**src/rtl/retStackPkg.sv**
```systemverilog
package retStackPkg;
  // Strobes from control to datapath, one set per cycle
  typedef struct packed {
    logic advance;   // bump pointer and write pushAddr at the new top
    logic retreat;   // drop pointer by one level
    logic replace;   // overwrite current top with pushAddr
    logic readOk;    // top entry is valid for popAddr
  } ctlStrobes_t;
endpackage

```
**src/rtl/retStackCtl.sv**
```systemverilog
module retStackCtl
  import retStackPkg::*;
#(
  parameter int DEPTH = 4
) (
  input  logic        clk,
  input  logic        rst,
  input  logic        pushReq,
  input  logic        popReq,
  input  logic        irqReq,
  output logic        stackFull,
  output logic        underflow,
  output logic        irqAck,
  output ctlStrobes_t strobes
);
  localparam int CNT_W = $clog2(DEPTH + 1);
  localparam logic [CNT_W-1:0] FULL_CNT = CNT_W'(DEPTH);

  logic [CNT_W-1:0] count, nextCount;
  logic irqPend, isEmpty;

  assign stackFull = (count == FULL_CNT);
  assign isEmpty   = (count == '0);
  assign irqAck    = irqPend && !stackFull && !pushReq && !popReq;

  always_comb begin
    strobes   = '0;
    nextCount = count;
    underflow = 1'b0;
    if (irqAck) begin
      strobes.advance = 1'b1;
      nextCount = count + CNT_W'(1);
    end else if (pushReq && popReq) begin
      if (isEmpty) begin
        underflow = 1'b1;
        strobes.advance = 1'b1;
        nextCount = CNT_W'(1);
      end else begin
        strobes.replace = 1'b1;
        strobes.readOk  = 1'b1;
      end
    end else if (pushReq) begin
      strobes.advance = 1'b1;
      if (!stackFull) nextCount = count + CNT_W'(1);
    end else if (popReq) begin
      if (isEmpty) begin
        underflow = 1'b1;
      end else begin
        strobes.retreat = 1'b1;
        strobes.readOk  = 1'b1;
        nextCount = count - CNT_W'(1);
      end
    end
  end

  always_ff @(posedge clk) begin
    if (rst) begin
      count   <= '0;
      irqPend <= 1'b0;
    end else begin
      count   <= nextCount;
      irqPend <= irqAck ? 1'b0 : (irqPend || irqReq);
    end
  end


  cnt_range_chk: assert property (@(posedge clk) disable iff (rst)
    count <= FULL_CNT);

  ack_room_chk: assert property (@(posedge clk) disable iff (rst)
    irqAck |-> !stackFull);

  full_call_chk: assert property (@(posedge clk) disable iff (rst)
    (stackFull && pushReq && !popReq) |=> stackFull);

  empty_pop_chk: assert property (@(posedge clk) disable iff (rst)
    (underflow && !pushReq) |=> (count == '0));

  pend_hold_chk: assert property (@(posedge clk) disable iff (rst)
    (irqPend && stackFull && !popReq) |=> irqPend);

  ack_clear_chk: assert property (@(posedge clk) disable iff (rst)
    irqAck |=> !irqPend && (count == $past(count) + CNT_W'(1)));
endmodule

```
**src/rtl/retStackDp.sv**
```systemverilog
module retStackDp
  import retStackPkg::*;
#(
  parameter int ADDR_W = 13,
  parameter int DEPTH  = 4
) (
  input  logic              clk,
  input  logic              rst,
  input  ctlStrobes_t       strobes,
  input  logic [ADDR_W-1:0] pushAddr,
  output logic [ADDR_W-1:0] popAddr
);
  localparam int PTR_W = (DEPTH > 1) ? $clog2(DEPTH) : 1;
  localparam logic [PTR_W-1:0] LAST = PTR_W'(DEPTH - 1);

  logic [ADDR_W-1:0] slots [DEPTH];
  logic [PTR_W-1:0]  topPtr, upPtr, downPtr;

  assign upPtr   = (topPtr == LAST) ? '0 : topPtr + PTR_W'(1);
  assign downPtr = (topPtr == '0) ? LAST : topPtr - PTR_W'(1);
  assign popAddr = strobes.readOk ? slots[topPtr] : '0;

  always_ff @(posedge clk) begin
    if (rst) begin
      topPtr <= LAST;
    end else if (strobes.advance) begin
      topPtr <= upPtr;
    end else if (strobes.retreat) begin
      topPtr <= downPtr;
    end
  end

  generate
    for (genvar i = 0; i < DEPTH; i++) begin : g_slot
      always_ff @(posedge clk) begin
        if (!rst && ((strobes.advance && upPtr == PTR_W'(i)) ||
                     (strobes.replace && topPtr == PTR_W'(i))))
          slots[i] <= pushAddr;
      end
    end
  endgenerate


  replace_ptr_chk: assert property (@(posedge clk) disable iff (rst)
    strobes.replace |=> $stable(topPtr));

  one_op_chk: assert property (@(posedge clk) disable iff (rst)
    $onehot0({strobes.advance, strobes.retreat, strobes.replace}));
endmodule

```
**src/rtl/retStack.sv**
```systemverilog
module retStack
  import retStackPkg::*;
#(
  parameter int ADDR_W = 13,
  parameter int DEPTH  = 4
) (
  input  logic              clk,
  input  logic              rst,
  input  logic              pushReq,
  input  logic [ADDR_W-1:0] pushAddr,
  input  logic              popReq,
  output logic [ADDR_W-1:0] popAddr,
  output logic              stackFull,
  output logic              underflow,
  input  logic              irqReq,
  output logic              irqAck
);
  ctlStrobes_t strobes;

  retStackCtl #(.DEPTH(DEPTH)) u_ctl (
    .clk(clk), .rst(rst), .pushReq(pushReq), .popReq(popReq),
    .irqReq(irqReq), .stackFull(stackFull), .underflow(underflow),
    .irqAck(irqAck), .strobes(strobes)
  );

  retStackDp #(.ADDR_W(ADDR_W), .DEPTH(DEPTH)) u_dp (
    .clk(clk), .rst(rst), .strobes(strobes),
    .pushAddr(pushAddr), .popAddr(popAddr)
  );


  under_zero_chk: assert property (@(posedge clk) disable iff (rst)
    underflow |-> (popAddr == '0));
endmodule

```
**config.mk**
```make
export PLATFORM = sky130hd
export DESIGN_NAME = retStack
export DESIGN_NICKNAME = d
export VERILOG_FILES = /design/src/rtl/retStackPkg.sv /design/src/rtl/retStackCtl.sv /design/src/rtl/retStackDp.sv /design/src/rtl/retStack.sv
export SDC_FILE = /design/constraint.sdc
export NUM_CORES = 1
export LEC_CHECK = 0
export ABC_AREA = 1
export BUFFER_PORTS_ARGS = -buffer_cell sky130_fd_sc_hd__buf_2
export CORE_MARGIN = 1
export CORE_UTILIZATION = 40
export DETAILED_ROUTE_END_ITERATION = 10
export PLACE_DENSITY = 0.72
export SYNTH_ARGS = -nofsm -noshare
export SYNTH_HDL_FRONTEND = slang
export SYNTH_SLANG_ARGS = --single-unit
```
**constraint.sdc**
```tcl
create_clock -name clk -period 2.01 [get_ports clk]
set_input_delay 0.201 -clock clk [delete_from_list [all_inputs] [get_ports clk]]
set_output_delay 0.201 -clock clk [all_outputs]
set_load 0.03 [all_outputs]
```
==> results.py <==
metrics = {
    "floorplan": {
        "die_h_um": 83.38,
        "die_area_um2": 6951,
        "fp.dieW_um": 83.38,
        "num_rows": 29,
        "core-area_um2": 6386,
        "start_util_pct": 41.48,
        "io-pin-count": 34,
    },
    "sta": {
        "finClkSkew_ns": 0.005533,
        "min_period_ns": 1.872,
        "hold_viol_final": 0,
        "fin_crit_sh_pct": 93.13,
        "fmax_mhz": 534.2,
        "worst_pin_slew_ns": 0.4698,
        "grt_setup_unrepaired": "no",
        "setup_viol": 0,
        "setup_tns_ns": 0,
        "finalMaxSlewViolations": 0,
        "slew_headroom_pct": 68.65,
    },
    "synthesis": {
        "synth_fa_ha_area_share_pct": 4.251,
        "ys_types": 24,
        "synth_xor_area_share_pct": 0.3307,
        "synth_area_per_cell_um2": 10.68,
        "synth_area_leaders": "edfxtp_1, nor2_1, dfxtp_1",
        "ys_seq_area_share_pct": 65.00,
        "ys_ff_latch": 60,
        "yosysTopAreaCell": "edfxtp_1",
        "synth-simple-area-share_pct": 16.77,
        "syn-num-nets": 275,
        "yosysWarningCount": 0,
        "muxShareOfSynthArea_pct": 0,
        "synth_top_family_by_area": "simple AND/OR/NAND/NOR gates",
        "synth_compound_area_share_pct": 9.684,
        "synthCells": 248,
        "syn_area_um2": 2649,
        "synth_top_area_share_pct": 58.95,
    },
    "critical_path": {
        "worst-path-buf-inv": 3,
        "cp_cell_sequence": "inv_1, ha_2, nand2_2, nand2_4, buf_6, a21oi_1, buf_2",
        "worst_setup_path_end_kind": "primary output",
        "reg2reg_slack_ns": 0.18,
        "crit_slowest_cell": "dfxtp_1",
        "cp.arrival_ns": 1.67,
        "crit_fanout": 10,
        "cpPeakStageDelay_ns": 0.35,
        "path_delay_family": "buffers and inverters",
        "cp.required_ns": 1.81,
        "r2r-end": "u_dp.slots[2][3]",
        "start_kind": "flip-flop",
        "r2r_start": "u_ctl.count[0]",
        "r2r.worst_path.cells": 8,
        "critPathKind": "reg2out",
    },
    "cts": {
        "cts.sinks": 60,
        "h-tree-depth": 3,
        "cts_tree": "yes",
        "ctsHoldBuffers": 0,
        "clkSlewWorstSetupHoldPaths_ns": 0.07,
        "cts_root_buffer": "clkbuf_8",
        "clk_path_buf_depth": 2,
        "numCtsBuffers": 9,
        "clkLatencyLatePin_ns": 0.33,
    },
    "global_routing": {
        "grt_max_degree": 27,
        "grt_usage_pct": 15.23,
        "grt_pass1_vias": 1749,
        "overflow": 0,
        "antenna_found_initial": 0,
        "grt_pass1_wl_um": 8004,
    },
    "route": {
        "wire_per_inst_um": 13.11,
        "drtIter0Drc": 119,
        "drtAntennaViolNets": 0,
        "drtPass1Iterations": 4,
        "drc_errors": 0,
        "vias": 1888,
        "routed_wl_um": 4943,
        "post_drt_via_cell_ratio": 5.008,
    },
    "placed_design": {
        "globalplace.congestion": 0.8713,
        "dp_hpwl_um": 3558,
        "numPortBuffers": 33,
    },
    "layout": {
        "layout_common_cells": "nor2_1, edfxtp_1, buf_2, o21ai_0, nand2_1",
        "syn_to_final_growth_pct": 21.40,
        "fin_util_pct": 50.35,
        "multiInputGateArea_um2": 847.1,
        "nets": 322,
        "fillCellCount": 576,
        "seq_area_um2": 1723,
        "drive_gt1_share_pct": 25.33,
        "diodes": 0,
        "final_common_cell": "nor2_1",
    },
    "power": {
        "ir_worst_vdd_mv": 0.5521,
        "p_per_area_nw_per_um2": 1095,
        "p_leak_nw": 1.277,
    },
    "min_path": {
        "hold_path_depth": 1,
        "min_to": "u_dp.slots[1][10]",
        "hold_class": "in2reg",
        "hp-start": "pushAddr[10]",
    },
    "flow_run": {
        "maxCapViolations": 0,
    },
    "status": {
        "status": "complete, no violations",
    },
}
## how the worst max path moves through the flow
stage	start	end	slack, ns	cells past startpoint
6_report	u_ctl.count[0]	popAddr[7]	0.14	7
5_1_grt	u_ctl.count[0]	popAddr[8]	0.01	7
4_1_cts	u_ctl.count[0]	popAddr[7]	0.004	7
3_5_place_dp	u_ctl.count[0]	u_dp.slots[3][4]	0.16	8
3_3_place_gp	u_ctl.count[0]	u_dp.slots[2][6]	0.20	8
2_1_floorplan	u_ctl.count[0]	u_dp.slots[0][0]	0.09	7
## sequential cells by signal, summed over array words and instances, names as in the netlist, named ones only
signal         flops
u_ctl.irqPend      1
u_ctl.count        3
u_dp.topPtr        2
u_dp.slots        52
## cells by family (layout without fill, tap and decap cells)
kind of cell | after synthesis | in the layout
compound gates | 50 | 50
buf+inv | 22 | 74
fa+ha+maj | 9 | 9
simple gates | 106 | 106
flops | 60 | 60
xor+xnor | 1 | 1
## timing repair
action | in CTS | in global routing
endpoints found under the hold margin | 0 | 0
cloned | 0 | 0
endpoints found under the setup margin | 10 | 25
buffers inserted | 0 | 0
gates resized for setup | 4 | 7
## power by group
group | switching [mW] | leakage (nW) | internal (mW)
logic | 0.553 | 0.635 | 0.297
clock network | 0.454 | 0.102 | 0.697
registers | 0.0539 | 0.539 | 1.46
total | 1.06 | 1.28 | 2.46
## cell usage after synthesis
cell type	instances
nor2_1	62
edfxtp_1	52
nand2_1	27
o21ai_0	27
a21oi_1	21
inv_1	10
nand3_1	10
ha_1	9
dfxtp_1	8
clkbuf_1	3
inv_2	3
buf_2	2
buf_6	2
nand2_2	2
a21oi_2	1
buf_4	1
clkbuf_2	1
nand3_2	1
nand3_4	1
nand3b_1	1
nor2_2	1
o211ai_1	1
or2_1	1
xnor2_1	1
## metal layers
| layer | up-vias | global-route usage (%) | routed length [um] |
|---|---|---|---|
| met5 | - | 0 | 0 |
| met4 | 0 | 5.799 | 91 |
| met3 | 13 | 5.467 | 219 |
| met2 | 45 | 25.34 | 2452 |
| met1 | 886 | 18.05 | 2179 |
| li1 | 944 | - | - |
## stage by stage
step	std cells	cell area, um^2	hold slack, ns	setup slack, ns	power [mW]
after CTS	377	3198	0.07319	0.003536	3.538
after floorplan	248	2664	0.2999	0.09074	2.134
after global routing	377	3216	0.07237	0.01077	3.712
final	377	3216	0.08630	0.1381	3.520
after global placement	361	2972	0.4282	0.2025	2.359
after detailed placement	361	2972	0.4273	0.1570	2.378
## layout make-up
type / instances / area share (%)
sequential: 60 / 53.58
multi-input combinational: 166 / 26.34
tap: 77 / 2.996
timing repair buffer: 45 / 8.833
clock buffer: 10 / 3.969
inverter: 13 / 1.518
clock inverter: 6 / 2.763
No activity file was read; power rests on OpenSTA's default activity.
